**config.mk**
```make
export PLATFORM = sky130hd
export DESIGN_NAME = hsrc_resampler
export DESIGN_NICKNAME = d
export VERILOG_FILES = /design/src/rtl/hsrc_pkg.sv /design/src/rtl/hsrc_fifo.sv /design/src/rtl/hsrc_interp.sv /design/src/rtl/hsrc_ctrl.sv /design/src/rtl/hsrc_resampler.sv
export SDC_FILE = /design/constraint.sdc
export NUM_CORES = 1
export LEC_CHECK = 0
export BUFFER_PORTS_ARGS = -buffer_cell sky130_fd_sc_hd__clkbuf_2
export CAP_MARGIN = 5
export CORE_MARGIN = 2
export CORE_UTILIZATION = 45
export CTS_CLUSTER_SIZE = 28
export DETAILED_ROUTE_END_ITERATION = 8
export PLACE_DENSITY = 0.72
export SLEW_MARGIN = 20
export SYNTH_ARGS = -nofsm -noshare
export SYNTH_HDL_FRONTEND = slang
export SYNTH_SLANG_ARGS = --single-unit
```
**constraint.sdc**
```tcl
create_clock -name clk -period 16.9 [get_ports clk]
set_input_delay 0.845 -clock clk [delete_from_list [all_inputs] [get_ports clk]]
set_output_delay 0.845 -clock clk [all_outputs]
set_load 0.02 [all_outputs]
```
**src/rtl/hsrc_pkg.sv**
```systemverilog
package hsrc_pkg;

    // Controller states of the resampler.
    typedef enum logic [1:0] {
        ST_IDLE  = 2'd0,
        ST_PRIME = 2'd1,
        ST_RUN   = 2'd2
    } hsrc_state_e;

endpackage

```
**src/rtl/hsrc_fifo.sv**
```systemverilog
// Small sample buffer between the input slot rate and the output rate.
// DEPTH must be a power of two; pointers wrap naturally.
module hsrc_fifo #(
    parameter int WIDTH = 8,
    parameter int DEPTH = 4
) (
    input  logic             clk,
    input  logic             rst_n,
    input  logic             clear,
    input  logic             push,
    input  logic [WIDTH-1:0] din,
    input  logic             pop,
    output logic [WIDTH-1:0] head,
    output logic             empty,
    output logic             full
);
    localparam int AW = $clog2(DEPTH);
    localparam int CW = AW + 1;

    logic [WIDTH-1:0] mem [DEPTH];
    logic [AW-1:0]    rd_q;
    logic [AW-1:0]    wr_q;
    logic [CW-1:0]    cnt_q;
    logic             wr_ok;
    logic             rd_ok;

    assign empty = (cnt_q == '0);
    assign full  = (cnt_q == CW'(DEPTH));
    assign head  = mem[rd_q];
    assign wr_ok = push & ~full;
    assign rd_ok = pop & ~empty;

    // Storage needs no reset: contents are only read while counted.
    always_ff @(posedge clk) begin
        if (clear) begin
            if (push) mem[0] <= din;
        end else if (wr_ok) begin
            mem[wr_q] <= din;
        end
    end

    always_ff @(posedge clk or negedge rst_n) begin
        if (!rst_n) begin
            rd_q  <= '0;
            wr_q  <= '0;
            cnt_q <= '0;
        end else if (clear) begin
            // A clear keeps only the sample pushed in the same cycle.
            rd_q  <= '0;
            wr_q  <= push ? AW'(1) : '0;
            cnt_q <= push ? CW'(1) : '0;
        end else begin
            if (wr_ok) wr_q <= wr_q + 1'b1;
            if (rd_ok) rd_q <= rd_q + 1'b1;
            cnt_q <= cnt_q + CW'(wr_ok) - CW'(rd_ok);
        end
    end

endmodule

```
**src/rtl/hsrc_interp.sv**
```systemverilog
// Linear interpolation between two samples with a fractional weight,
// rounded half up and clamped to the sample range.
module hsrc_interp #(
    parameter int DATA_W = 8,
    parameter int FRAC_W = 8
) (
    input  logic [DATA_W-1:0] left,
    input  logic [DATA_W-1:0] right,
    input  logic [FRAC_W-1:0] weight,
    output logic [DATA_W-1:0] result
);
    localparam int PW = DATA_W + FRAC_W + 2;
    localparam logic signed [PW-1:0] HALF = PW'(1) << (FRAC_W - 1);
    localparam logic signed [PW-1:0] TOP  = {{(PW-DATA_W){1'b0}}, {DATA_W{1'b1}}};

    logic signed [DATA_W:0] diff;
    logic signed [PW-1:0]   diff_x;
    logic signed [PW-1:0]   wgt_x;
    logic signed [PW-1:0]   left_x;
    logic signed [PW-1:0]   prod;
    logic signed [PW-1:0]   biased;
    logic signed [PW-1:0]   delta;
    logic signed [PW-1:0]   total;

    assign diff   = $signed({1'b0, right}) - $signed({1'b0, left});
    assign diff_x = diff;
    assign wgt_x  = {{(PW-FRAC_W){1'b0}}, weight};
    assign left_x = {{(PW-DATA_W){1'b0}}, left};
    assign prod   = diff_x * wgt_x;
    assign biased = prod + HALF;
    assign delta  = biased >>> FRAC_W;
    assign total  = left_x + delta;

    always_comb begin
        if (total < 0)        result = '0;
        else if (total > TOP) result = {DATA_W{1'b1}};
        else                  result = total[DATA_W-1:0];
    end

endmodule

```
**src/rtl/hsrc_ctrl.sv**
```systemverilog
// Line controller: slot strobe, line start detection, phase accumulator,
// interpolation window and output register.
module hsrc_ctrl
    import hsrc_pkg::*;
#(
    parameter int DATA_W    = 8,
    parameter int FRAC_W    = 8,
    parameter int CODE_W    = 9,
    parameter int STEP_SPAN = 384,
    parameter int CNT_W     = 11
) (
    input  logic              clk,
    input  logic              rst_n,
    input  logic              in_we,
    input  logic [CODE_W-1:0] step_code,
    input  logic [CNT_W-1:0]  out_count,
    input  logic              fifo_empty,
    input  logic [DATA_W-1:0] fifo_head,
    input  logic [DATA_W-1:0] interp_result,
    output logic              in_slot,
    output logic              fifo_clear,
    output logic              fifo_push,
    output logic              fifo_pop,
    output logic [DATA_W-1:0] interp_left,
    output logic [DATA_W-1:0] interp_right,
    output logic [FRAC_W-1:0] interp_weight,
    output logic              out_we,
    output logic [DATA_W-1:0] out_data,
    output hsrc_state_e       state_o,
    output logic              we_prev_o
);
    // Increment per output in 1/2^FRAC_W input samples: BASE (zoom 2)
    // up to BASE + STEP_SPAN (compress 2 when STEP_SPAN = 3*BASE).
    localparam int INC_W = FRAC_W + 2;
    localparam int BASE  = 1 << (FRAC_W - 1);

    hsrc_state_e       state_q, state_d;
    logic              slot_q;
    logic              we_prev_q;
    logic [FRAC_W-1:0] frac_q;
    logic [1:0]        owe_q;      // input samples still to be consumed
    logic              prime_q;
    logic [CNT_W-1:0]  emitted_q;
    logic [DATA_W-1:0] win_a_q;
    logic [DATA_W-1:0] win_b_q;
    logic              out_we_q;
    logic [DATA_W-1:0] out_data_q;

    logic              line_start;
    logic              emit;
    logic              shift;
    logic              use_head;
    logic              last;
    logic [CODE_W-1:0] code_lim;
    logic [INC_W-1:0]  inc;
    logic [INC_W-1:0]  sum;

    assign line_start = slot_q & in_we & ~we_prev_q;
    assign fifo_clear = line_start;
    assign fifo_push  = slot_q & in_we &
                        (line_start | (state_q == ST_PRIME) | (state_q == ST_RUN));

    assign code_lim = (step_code > CODE_W'(STEP_SPAN)) ? CODE_W'(STEP_SPAN) : step_code;
    assign inc      = INC_W'(BASE) + INC_W'(code_lim);
    assign sum      = {2'b00, frac_q} + inc;
    assign last     = ({1'b0, emitted_q} + 1'b1) == {1'b0, out_count};

    assign interp_left   = use_head ? win_b_q : win_a_q;
    assign interp_right  = use_head ? fifo_head : win_b_q;
    assign interp_weight = frac_q;

    // Next state and per-cycle actions.
    always_comb begin
        state_d  = state_q;
        fifo_pop = 1'b0;
        emit     = 1'b0;
        shift    = 1'b0;
        use_head = 1'b0;
        unique case (state_q)
            ST_IDLE: begin
            end
            ST_PRIME: begin
                if (!fifo_empty) begin
                    fifo_pop = 1'b1;
                    shift    = 1'b1;
                    if (prime_q) state_d = ST_RUN;
                end
            end
            ST_RUN: begin
                if (owe_q == 2'd0) begin
                    emit = 1'b1;
                end else if (!fifo_empty) begin
                    fifo_pop = 1'b1;
                    shift    = 1'b1;
                    if (owe_q == 2'd1) begin
                        emit     = 1'b1;
                        use_head = 1'b1;
                    end
                end
                if (emit && last) state_d = ST_IDLE;
            end
            default: state_d = ST_IDLE;
        endcase
        if (line_start) begin
            state_d  = (out_count == '0) ? ST_IDLE : ST_PRIME;
            fifo_pop = 1'b0;
            emit     = 1'b0;
            shift    = 1'b0;
            use_head = 1'b0;
        end
    end

    // State register.
    always_ff @(posedge clk or negedge rst_n) begin
        if (!rst_n) state_q <= ST_IDLE;
        else        state_q <= state_d;
    end

    // Datapath and output registers.
    always_ff @(posedge clk or negedge rst_n) begin
        if (!rst_n) begin
            slot_q     <= 1'b0;
            we_prev_q  <= 1'b0;
            frac_q     <= '0;
            owe_q      <= 2'd0;
            prime_q    <= 1'b0;
            emitted_q  <= '0;
            win_a_q    <= '0;
            win_b_q    <= '0;
            out_we_q   <= 1'b0;
            out_data_q <= '0;
        end else begin
            slot_q   <= ~slot_q;
            if (slot_q) we_prev_q <= in_we;
            out_we_q <= emit;
            if (emit) out_data_q <= interp_result;
            if (shift) begin
                win_a_q <= win_b_q;
                win_b_q <= fifo_head;
            end
            if (line_start) begin
                frac_q    <= '0;
                owe_q     <= 2'd0;
                prime_q   <= 1'b0;
                emitted_q <= '0;
            end else begin
                if (state_q == ST_PRIME && fifo_pop) prime_q <= 1'b1;
                if (state_q == ST_RUN) begin
                    if (emit) begin
                        frac_q    <= sum[FRAC_W-1:0];
                        owe_q     <= sum[INC_W-1:FRAC_W];
                        emitted_q <= emitted_q + 1'b1;
                    end else if (fifo_pop) begin
                        owe_q <= owe_q - 1'b1;
                    end
                end
            end
        end
    end

    assign in_slot   = slot_q;
    assign out_we    = out_we_q;
    assign out_data  = out_data_q;
    assign state_o   = state_q;
    assign we_prev_o = we_prev_q;

endmodule

```
**src/rtl/hsrc_resampler.sv**
```systemverilog
module hsrc_resampler
    import hsrc_pkg::*;
#(
    parameter int DATA_W     = 8,
    parameter int FRAC_W     = 8,
    parameter int CODE_W     = 9,
    parameter int STEP_SPAN  = 384,
    parameter int CNT_W      = 11,
    parameter int FIFO_DEPTH = 4
) (
    input  logic              clk,
    input  logic              rst_n,
    input  logic              in_we,
    input  logic [DATA_W-1:0] in_data,
    input  logic [CODE_W-1:0] step_code,
    input  logic [CNT_W-1:0]  out_count,
    output logic              in_slot,
    output logic              out_we,
    output logic [DATA_W-1:0] out_data
);
    logic              fifo_clear;
    logic              fifo_push;
    logic              fifo_pop;
    logic              fifo_empty;
    logic              fifo_full;
    logic [DATA_W-1:0] fifo_head;
    logic [DATA_W-1:0] interp_left;
    logic [DATA_W-1:0] interp_right;
    logic [FRAC_W-1:0] interp_weight;
    logic [DATA_W-1:0] interp_result;
    hsrc_state_e       ctrl_state;
    logic              ctrl_we_prev;

    hsrc_fifo #(
        .WIDTH (DATA_W),
        .DEPTH (FIFO_DEPTH)
    ) u_fifo (
        .clk   (clk),
        .rst_n (rst_n),
        .clear (fifo_clear),
        .push  (fifo_push),
        .din   (in_data),
        .pop   (fifo_pop),
        .head  (fifo_head),
        .empty (fifo_empty),
        .full  (fifo_full)
    );

    hsrc_interp #(
        .DATA_W (DATA_W),
        .FRAC_W (FRAC_W)
    ) u_interp (
        .left   (interp_left),
        .right  (interp_right),
        .weight (interp_weight),
        .result (interp_result)
    );

    hsrc_ctrl #(
        .DATA_W    (DATA_W),
        .FRAC_W    (FRAC_W),
        .CODE_W    (CODE_W),
        .STEP_SPAN (STEP_SPAN),
        .CNT_W     (CNT_W)
    ) u_ctrl (
        .clk           (clk),
        .rst_n         (rst_n),
        .in_we         (in_we),
        .step_code     (step_code),
        .out_count     (out_count),
        .fifo_empty    (fifo_empty),
        .fifo_head     (fifo_head),
        .interp_result (interp_result),
        .in_slot       (in_slot),
        .fifo_clear    (fifo_clear),
        .fifo_push     (fifo_push),
        .fifo_pop      (fifo_pop),
        .interp_left   (interp_left),
        .interp_right  (interp_right),
        .interp_weight (interp_weight),
        .out_we        (out_we),
        .out_data      (out_data),
        .state_o       (ctrl_state),
        .we_prev_o     (ctrl_we_prev)
    );

endmodule

```
==> impl_metrics.json, run 1 <==
{
  "clock-sinks": 90,
  "wl_met1_mm": 7.513,
  "timing.max_cap.violations": 0,
  "starting_density": 0.4568,
  "layout_worst_path_cycle_share": 0.6081,
  "route.detailed.vias_per_inst": 5.203,
  "critPathMaxFanout": 16,
  "final_layout_size_suffix_gt1_frac": 0.1030,
  "wl_mm": 16.01,
  "synth_area_per_cell_um2": 9.842,
  "cts_buffer_depth": 2,
  "fillers": 1616,
  "grt_start_max_net_pins": 59,
  "clkTransAtPathRegs_ps": 70,
  "tritoncts": "built",
  "cp-end-kind": "flip-flop",
  "synthesis.nets": 1004,
  "synth_enable_flop_cells": 32,
  "placement_rows": 49,
  "routed_wire_length_per_instance_um": 14.65,
  "die-height_um": 138.6,
  "criticalPathCategory": "flip-flop to flip-flop",
  "ctsHoldBuffers": 0,
  "gr-total-overflow": 0,
  "cts_resized": 0,
  "timing.setup.tns_ps": 0,
  "root_buffer": "clkbuf_16",
  "synthDistinctLibCells": 63,
  "run_status": "finished, final reports clean",
  "antenna_found_initial": 0,
  "initial_drt_pass_iterations": 4,
  "slew_of_the_pin_with_the_lowest_slew_margin_ps": 833.8,
  "hp-class": "flip-flop to flip-flop",
  "layout_common_cells": "130 x nand2_1, 103 x inv_1, 81 x ha_1",
  "finalWorstPathRequiredPeriod_ps": 10280,
  "grt_use_total": 0.1746,
  "final_common_cell": "nand2_1",
  "synth.yosys.seq_area_share": 0.2960,
  "critPathArrivalTime_ps": 10490,
  "wire_length_of_the_first_global_routing_pass_mm": 27.50,
  "net_total_in_the_final_layout": 1035,
  "clock_skew_ps": 7.611,
  "synth-main-ff-cell": "dfrtp_1",
  "post_cts_buffers": 0,
  "area_delta_synth_final_pct": 8.905,
  "via_count": 5687,
  "die_w_um": 138.6,
  "postSynthCellCount": 828,
  "synthArstFlopShare": 0.6444,
  "relSlewSlack": 0.4435,
  "postSynthRegisterBits": 90,
  "top_signal_layer_used": "met4",
  "cts_inserted_buffers": 9,
  "startpoint_type_of_the_worst_setup_path": "flip-flop",
  "finalMaxSlewViolations": 0,
  "setup_repair_after_global_routing_missed_its_margin": "false",
  "timing.final.setup_violations": 0,
  "wl_met2_mm": 7.831,
  "synth_top_area_frac": 0.1781,
  "hold_viol": 0,
  "clock_tree.htree_level_count": 3,
  "place_congestion": 0.8139,
  "port_buffers": 40,
  "cp_slowest_stage_delay_ps": 730,
  "detailed_place_hpwl_mm": 12.34,
  "ioPinCount": 41,
  "cp.required_ps": 17110,
  "yosys_warnings": 0,
  "clk-insertion-delay-late_ps": 340,
  "vias_in_the_first_global_route": 5681,
  "floorplan.core_area_mm2": 0.01784,
  "critical_path.slowest_cell": "nor3b_4",
  "floorplan_die_area_mm2": 0.01920,
  "max_freq_mhz": 97.31,
  "drt_iter0_drc": 248,
  "dr_wl_met3_um": 444,
  "detail-route-antenna-nets": 0,
  "diode_count": 0,
  "detail_route.drc_violations": 0,
  "worst-r2r-setup-slack_ps": 6620,
  "synth_top_cells_by_area": "dfrtp_1 18%, fa_1 16%, ha_1 12%",
  "post_synth_top_area_cell": "dfrtp_1",
  "syn-cell-area_mm2": 0.008149
}
==> registers in the layout (all words and copies together), names as in the netlist, 2 cells and up <==
signal                flops
u_fifo.rd_q               2
u_ctrl.emitted_q         11
u_ctrl.owe_q              2
u_ctrl.win_a_q            8
u_ctrl.interp_weight      8
u_ctrl.win_b_q            8
u_fifo.mem               32
u_ctrl.out_data           8
u_fifo.cnt_q              3
u_fifo.wr_q               2
u_ctrl.state_o            2
==> cell type report <==
class,instances,area (um^2),share of cell area
Tap cell,229,286.5,0.03229
Sequential cell,90,2412,0.2718
Clock buffer,10,229.0,0.02580
Multi-Input combinational cell,609,5248,0.5913
Timing Repair Buffer,44,230.2,0.02594
Inverter,105,394.1,0.04441
Clock inverter,6,75.07,0.008459
==> synthesized netlist by cell type, types with 2 or more instances <==
cell type,number
a31oi_1,7
nand2b_1,13
a21boi_0,2
inv_1,103
buf_2,4
nand2_1,130
or3_1,2
a221o_1,6
and4_1,2
o21ai_1,4
o21a_1,2
nor4_1,4
dfrtp_1,58
fa_1,64
a21o_1,7
o31ai_1,8
o21ai_0,13
xor2_1,23
a21oi_1,37
and3_1,5
nor3_1,7
a211o_1,2
mux4_2,8
xnor2_1,33
mux2_2,9
clkbuf_1,18
nand3_1,11
edfxtp_1,32
nor2b_1,15
or2_2,3
nand4_1,5
mux2i_1,10
buf_1,2
nand4b_1,3
ha_1,81
o21bai_1,5
and3b_1,2
and2_1,34
nor2_1,30
==> path summary, 6_finish.rpt <==
path | start | endpoint | cells past startpoint
hold / removal | u_ctrl.win_a_q[6] | u_ctrl.win_a_q[6] | 2
min in group asynchronous | rst_n | u_ctrl.emitted_q[3] | 2
setup / recovery | u_ctrl.state_o[0] | u_ctrl.out_data[3] | 34
hold reg to reg | u_ctrl.win_a_q[6] | u_ctrl.win_a_q[6] | 2
max in group asynchronous | rst_n | u_ctrl.win_b_q[1] | 2
setup reg to reg | u_ctrl.state_o[0] | u_ctrl.out_data[3] | 34
==> cell families (layout without fill, tap and decap cells) <==
family                   after synthesis  in the layout  synth area share
AND/OR/NAND/NOR                      271            271            0.1618
flip-flops                            90             90            0.2960
multiplexers                          27             27           0.04683
adder cells (fa/ha/maj)              145            145            0.2816
XOR/XNOR                              57             57           0.06295
AO/OA/AOI/OAI                        109            109           0.09074
buffers and inverters                129            165           0.06003
==> layer usage <==
layer	vias up	global-route usage
li1	2820	-
met1	2781	0.2403
met2	71	0.2923
met3	15	0.02314
met4	0	0.04834
met5	-	0
==> critical path: cells and delay by family (launching register included) <==
| family | cells | cell delay, ps |
|---|---|---|
| mux | 1 | 420 |
| simple gates | 8 | 1930 |
| xor+xnor | 1 | 240 |
| fa+ha+maj | 9 | 3730 |
| compound gates | 13 | 3300 |
| buf+inv | 2 | 140 |
| flops | 1 | 390 |
==> metrics by stage <==
stage	hold WS, ps	instances	area (um^2)	worst slack [ps]	util
final	474.5	1093	8875	6624	0.4974
after global routing	506.9	1093	8875	5767	0.4974
after CTS	478.3	1093	8875	6599	0.4974
after detailed placement	462.9	1077	8571	6263	0.4804
after global placement	453.5	1077	8571	6539	0.4804
after floorplan	441.9	828	8149	7371	-
Power of run 1 is not shown: default switching activity piles up to over one toggle a cycle in this logic, so the estimate is an artifact.
==> inputs of run 2 (changes only) <==
clock period = 10.3 ns   (was 16.9 ns; I/O delays follow)
==> run 2 against run 1 <==
Sequential cell count did not move. Global-route usage increased by 0.37 points. Setup slack lost 5800 ps. Register-to-register slack worse by 5800 ps. Non-clock buffer count is 8 higher. Via count increased by 4.0%. Design area up 0.90%. Utilization increased by 0.45 points. Wire length rose by 1.9%.
==> impl_metrics.json, run 2 (synthesis gave the netlist of run 1 again) <==
{
  "cp-end-kind": "flip-flop",
  "cts_buffer_depth": 2,
  "clock_tree.htree_level_count": 3,
  "critical_path.slowest_cell": "fa_1",
  "finalMaxSlewViolations": 0,
  "starting_density": 0.4568,
  "worstPathBufferInverterCount": 4,
  "relSlewSlack": 0.4497,
  "dpl_cell_area_mm2": 0.008616,
  "clkTransAtPathRegs_ps": 70,
  "final_common_cell": "nand2_1",
  "layout_common_cells": "130 x nand2_1, 103 x inv_1, 81 x ha_1",
  "antenna_found_initial": 0,
  "worst-r2r-setup-slack_ps": 780,
  "die_w_um": 138.6,
  "area_delta_synth_final_pct": 9.888,
  "vias_in_the_first_global_route": 6100,
  "route.detailed.vias_per_inst": 5.371,
  "hp-class": "input port to asynchronous set/reset pin",
  "placement_rows": 49,
  "cp_slowest_stage_delay_ps": 580,
  "finish.cell_count_without_fillers": 1101,
  "tritoncts": "built",
  "ioPinCount": 41,
  "final_layout_size_suffix_gt1_frac": 0.1158,
  "detailed_place_hpwl_mm": 12.63,
  "max_reg_flops": 32,
  "grt_use_total": 0.1783,
  "routed_wire_length_per_instance_um": 14.82,
  "gr-total-overflow": 0,
  "dp.cells": 1083,
  "die-height_um": 138.6,
  "clock_skew_ps": 7.230,
  "clock-sinks": 90,
  "cp.required_ps": 10530,
  "layout_worst_path_cycle_share": 0.9238,
  "top_register": "u_fifo.mem",
  "timing.final.setup_violations": 0,
  "cell_family_with_the_largest_share_of_critical_path_delay": "adder cells",
  "criticalPathCategory": "flip-flop to flip-flop",
  "floorplan_die_area_mm2": 0.01920,
  "floorplan.core_area_mm2": 0.01784,
  "grt_start_max_net_pins": 59,
  "cts_inserted_buffers": 9,
  "root_buffer": "clkbuf_16",
  "finalWorstPathRequiredPeriod_ps": 9515,
  "via_count": 5914,
  "drt_iter0_drc": 247,
  "clk-insertion-delay-late_ps": 350,
  "run_status": "finished, final reports clean",
  "hold_viol": 0,
  "post-route-cell-area_mm2": 0.008955,
  "initial_drt_pass_iterations": 5,
  "timing.max_cap.violations": 0,
  "max_freq_mhz": 105.1,
  "biggestRegsByFlops": "u_fifo.mem: 32 flops, u_ctrl.emitted_q: 11 flops",
  "startpoint_type_of_the_worst_setup_path": "flip-flop",
  "detail_route.drc_violations": 0,
  "wl_mm": 16.31,
  "wire_length_of_the_first_global_routing_pass_mm": 28.29,
  "detail-route-antenna-nets": 0,
  "critPathArrivalTime_ps": 9740,
  "place_congestion": 0.8520,
  "port_buffers": 40,
  "diode_count": 0,
  "critPathMaxFanout": 12,
  "slew_of_the_pin_with_the_lowest_slew_margin_ps": 818.4,
  "net_total_in_the_final_layout": 1043
}
[run 2: worst paths after layout]
path / from / to / cells past startpoint
worst max-delay path: u_ctrl.state_o[0] / u_ctrl.out_data[5] / 37
worst min-delay path: rst_n / u_ctrl.emitted_q[3] / 2
worst max register to register: u_ctrl.state_o[0] / u_ctrl.out_data[5] / 37
worst min register to register: u_ctrl.win_a_q[4] / u_ctrl.win_a_q[4] / 2
max in group asynchronous: rst_n / u_ctrl.win_a_q[3] / 2
min in group clk: in_data[5] / u_fifo.mem[3][5] / 1
[run 2: metrics by stage]
step | setup TNS, ps | worst slack [ps] | hold WS [ps] | utilization
after floorplan | 0 | 978.2 | 219.4 | -
after detailed placement | 0 | 473.4 | 462.5 | 0.4829
after global placement | 0 | 768.2 | 455.2 | 0.4829
after CTS | 0 | 464.1 | 348.9 | 0.4997
final | 0 | 784.7 | 313.9 | 0.5019
after global routing | -30.19 | -30.19 | 376.5 | 0.5019
[run 2: repair_timing]
action,CTS,global route
buffers inserted,0,2
hold buffers,0,0
endpoints found under the setup margin,0,8
hold endpoints to repair,0,0
resized for setup,0,3
[run 2: final cells by class]
cell class                 count  area, um^2
timing repair buffer          52       302.8
fill                        1600        8886
clock buffer                   9       225.2
tap                          229       286.5
multi-input combinational    609        5260
sequential                    90        2412
inverter                     105       394.1
clock inverter                 7       73.82
[run 2: worst reg2reg max path: cells and delay by family, from the launching register on]
family	cells	cell delay, ps
buffers and inverters	4	450
flip-flops	1	400
AO/OA/AOI/OAI	11	2140
XOR/XNOR	1	230
multiplexers	1	380
adder cells (fa/ha/maj)	10	4070
AND/OR/NAND/NOR	10	1760
[run 2: metal layers]
layer	part of all wire	track usage	wire [um]
met1	0.43	0.2332	7084
met2	0.51	0.3061	8314
met3	0.034	0.02521	552
met4	0.022	0.06015	362
met5	0	0	0
Power of run 2 is left out for the same reason.
==> inputs of run 3 (changes only) <==
CORE_MARGIN = default   (was 2)
==> run 3 against run 2 <==
Non-clock buffer count stayed put. Worst hold slack worse by 0.53 ps. Clock skew is 1.3 ps higher. Cell count is 0.36% lower. Wire length hardly changed. Global-route usage is 1.1 points higher. Utilization is 1.1 points higher. Die area is 2.9% lower. Sequential share of layout area hardly changed. First-iteration DRC count is 4.0% lower. Design area hardly changed. Critical endpoint is now u_ctrl.out_data[3]. Highest routed layer unchanged.
==> impl_metrics.json, run 3 (synthesis gave the netlist of run 1 again) <==
{
  "run_status": "finished, final reports clean",
  "critical_path.reg2reg.startpoint": "u_ctrl.state_o[0]",
  "net_total_in_the_final_layout": 1043,
  "worstPathBufferInverterCount": 8,
  "final_layout_size_suffix_gt1_frac": 0.1135,
  "clk-insertion-delay-late_ps": 350,
  "dp.cells": 1078,
  "grt_use_total": 0.1892,
  "port_buffers": 40,
  "starting_density": 0.4663,
  "place_congestion": 0.8510,
  "routed_wire_length_per_instance_um": 14.88,
  "critical_path.slowest_cell": "or4b_4",
  "die_w_um": 136.6,
  "criticalPathCategory": "flip-flop to flip-flop",
  "timing.final.setup_violations": 0,
  "floorplan.core_area_mm2": 0.01748,
  "drt_iter0_drc": 237,
  "multi_input_gate_area_mm2": 0.005251,
  "detailed_place_hpwl_mm": 12.54,
  "diode_count": 0,
  "tritoncts": "built",
  "route.detailed.vias_per_inst": 5.282,
  "max_reg_flops": 32,
  "layout_worst_path_cycle_share": 0.9318,
  "placement_rows": 48,
  "wire_length_of_the_first_global_routing_pass_mm": 27.67,
  "critPathMaxFanout": 10,
  "area_delta_synth_final_pct": 9.980,
  "timing.setup.tns_ps": 0,
  "fin_hold_ws_ps": 313.4,
  "clock-sinks": 90,
  "startpoint_type_of_the_worst_setup_path": "flip-flop",
  "timing.max_cap.violations": 0,
  "clkTransAtPathRegs_ps": 70,
  "layout_common_cells": "130 x nand2_1, 103 x inv_1, 81 x ha_1",
  "finalWorstPathRequiredPeriod_ps": 9597,
  "ctsHoldBuffers": 0,
  "fillers": 1558,
  "cts_buffer_depth": 2,
  "finalMaxSlewViolations": 0,
  "cell_family_with_the_largest_share_of_critical_path_delay": "adder cells",
  "cts_inserted_buffers": 9,
  "reg2regPathDepth": 38,
  "relSlewSlack": 0.4142,
  "grt_start_max_net_pins": 59,
  "final_common_cell": "nand2_1",
  "worst_r2r_endpoint": "u_ctrl.out_data[3]",
  "cp.required_ps": 10520,
  "gr-total-overflow": 0,
  "finish.cell_count_without_fillers": 1097,
  "antenna_found_initial": 0,
  "critPathArrivalTime_ps": 9810,
  "slew_of_the_pin_with_the_lowest_slew_margin_ps": 871.2,
  "top_register": "u_fifo.mem",
  "detail-route-antenna-nets": 0,
  "cp_slowest_stage_delay_ps": 550,
  "vias_in_the_first_global_route": 5781,
  "max_freq_mhz": 104.2,
  "worst-r2r-setup-slack_ps": 700,
  "biggestRegsByFlops": "u_fifo.mem: 32 flops, u_ctrl.emitted_q: 11 flops",
  "die-height_um": 136.6,
  "ioPinCount": 41,
  "initial_drt_pass_iterations": 4,
  "detail_route.drc_violations": 0,
  "wl_mm": 16.33,
  "root_buffer": "clkbuf_16",
  "area.sequential_mm2": 0.002412,
  "clock_skew_ps": 8.548,
  "cp-end-kind": "flip-flop",
  "clock_tree.htree_level_count": 3,
  "hp-class": "input port to asynchronous set/reset pin",
  "via_count": 5794,
  "floorplan_die_area_mm2": 0.01865,
  "hold_viol": 0
}
## run 3: stage by stage
stage / cell area [um^2] / worst slack (ps) / utilization
finish: 8962 / 702.8 / 0.5128
global route: 8962 / -4.746 / 0.5128
global placement: 8603 / 677.4 / 0.4923
floorplan: 8149 / 978.2 / -
CTS: 8924 / 296.6 / 0.5106
detailed placement: 8603 / 324.6 / 0.4923
## run 3: timing repair
item                       4_1_cts  5_1_grt
setup endpoints to repair        0        8
gates resized for setup          0        1
buffers inserted                 0        3
hold endpoints to repair         0        0
## run 3: final cells by class
| type | count | area share |
|---|---|---|
| Clock buffer | 9 | 0.02513 |
| Sequential cell | 90 | 0.2692 |
| Multi-Input combinational cell | 609 | 0.5859 |
| Inverter | 105 | 0.04398 |
| Clock inverter | 7 | 0.01061 |
| Tap cell | 225 | 0.03141 |
| Timing Repair Buffer | 52 | 0.03378 |
## run 3: how the worst max path moves through the flow
stage | startpoint | to | slack, ps | depth (start not counted)
detailed placement | u_ctrl.state_o[0] | u_ctrl.out_data[3] | 320 | 33
global placement | u_ctrl.state_o[0] | u_ctrl.out_data[5] | 680 | 35
finish | u_ctrl.state_o[0] | u_ctrl.out_data[3] | 700 | 38
CTS | u_ctrl.state_o[0] | u_ctrl.out_data[3] | 300 | 32
floorplan | u_ctrl.state_o[0] | u_ctrl.out_data[3] | 980 | 36
global route | u_ctrl.state_o[0] | u_ctrl.out_data[6] | -5 | 37
## run 3: per-layer routing
layer | GRT usage | part of all wire | routed length [um]
met1 | 0.2582 | 0.46 | 7458
met5 | 0 | 0 | 0
met4 | 0.05247 | 0.016 | 269
met3 | 0.02259 | 0.032 | 528
met2 | 0.3173 | 0.49 | 8068
Power of run 3 is left out for the same reason.
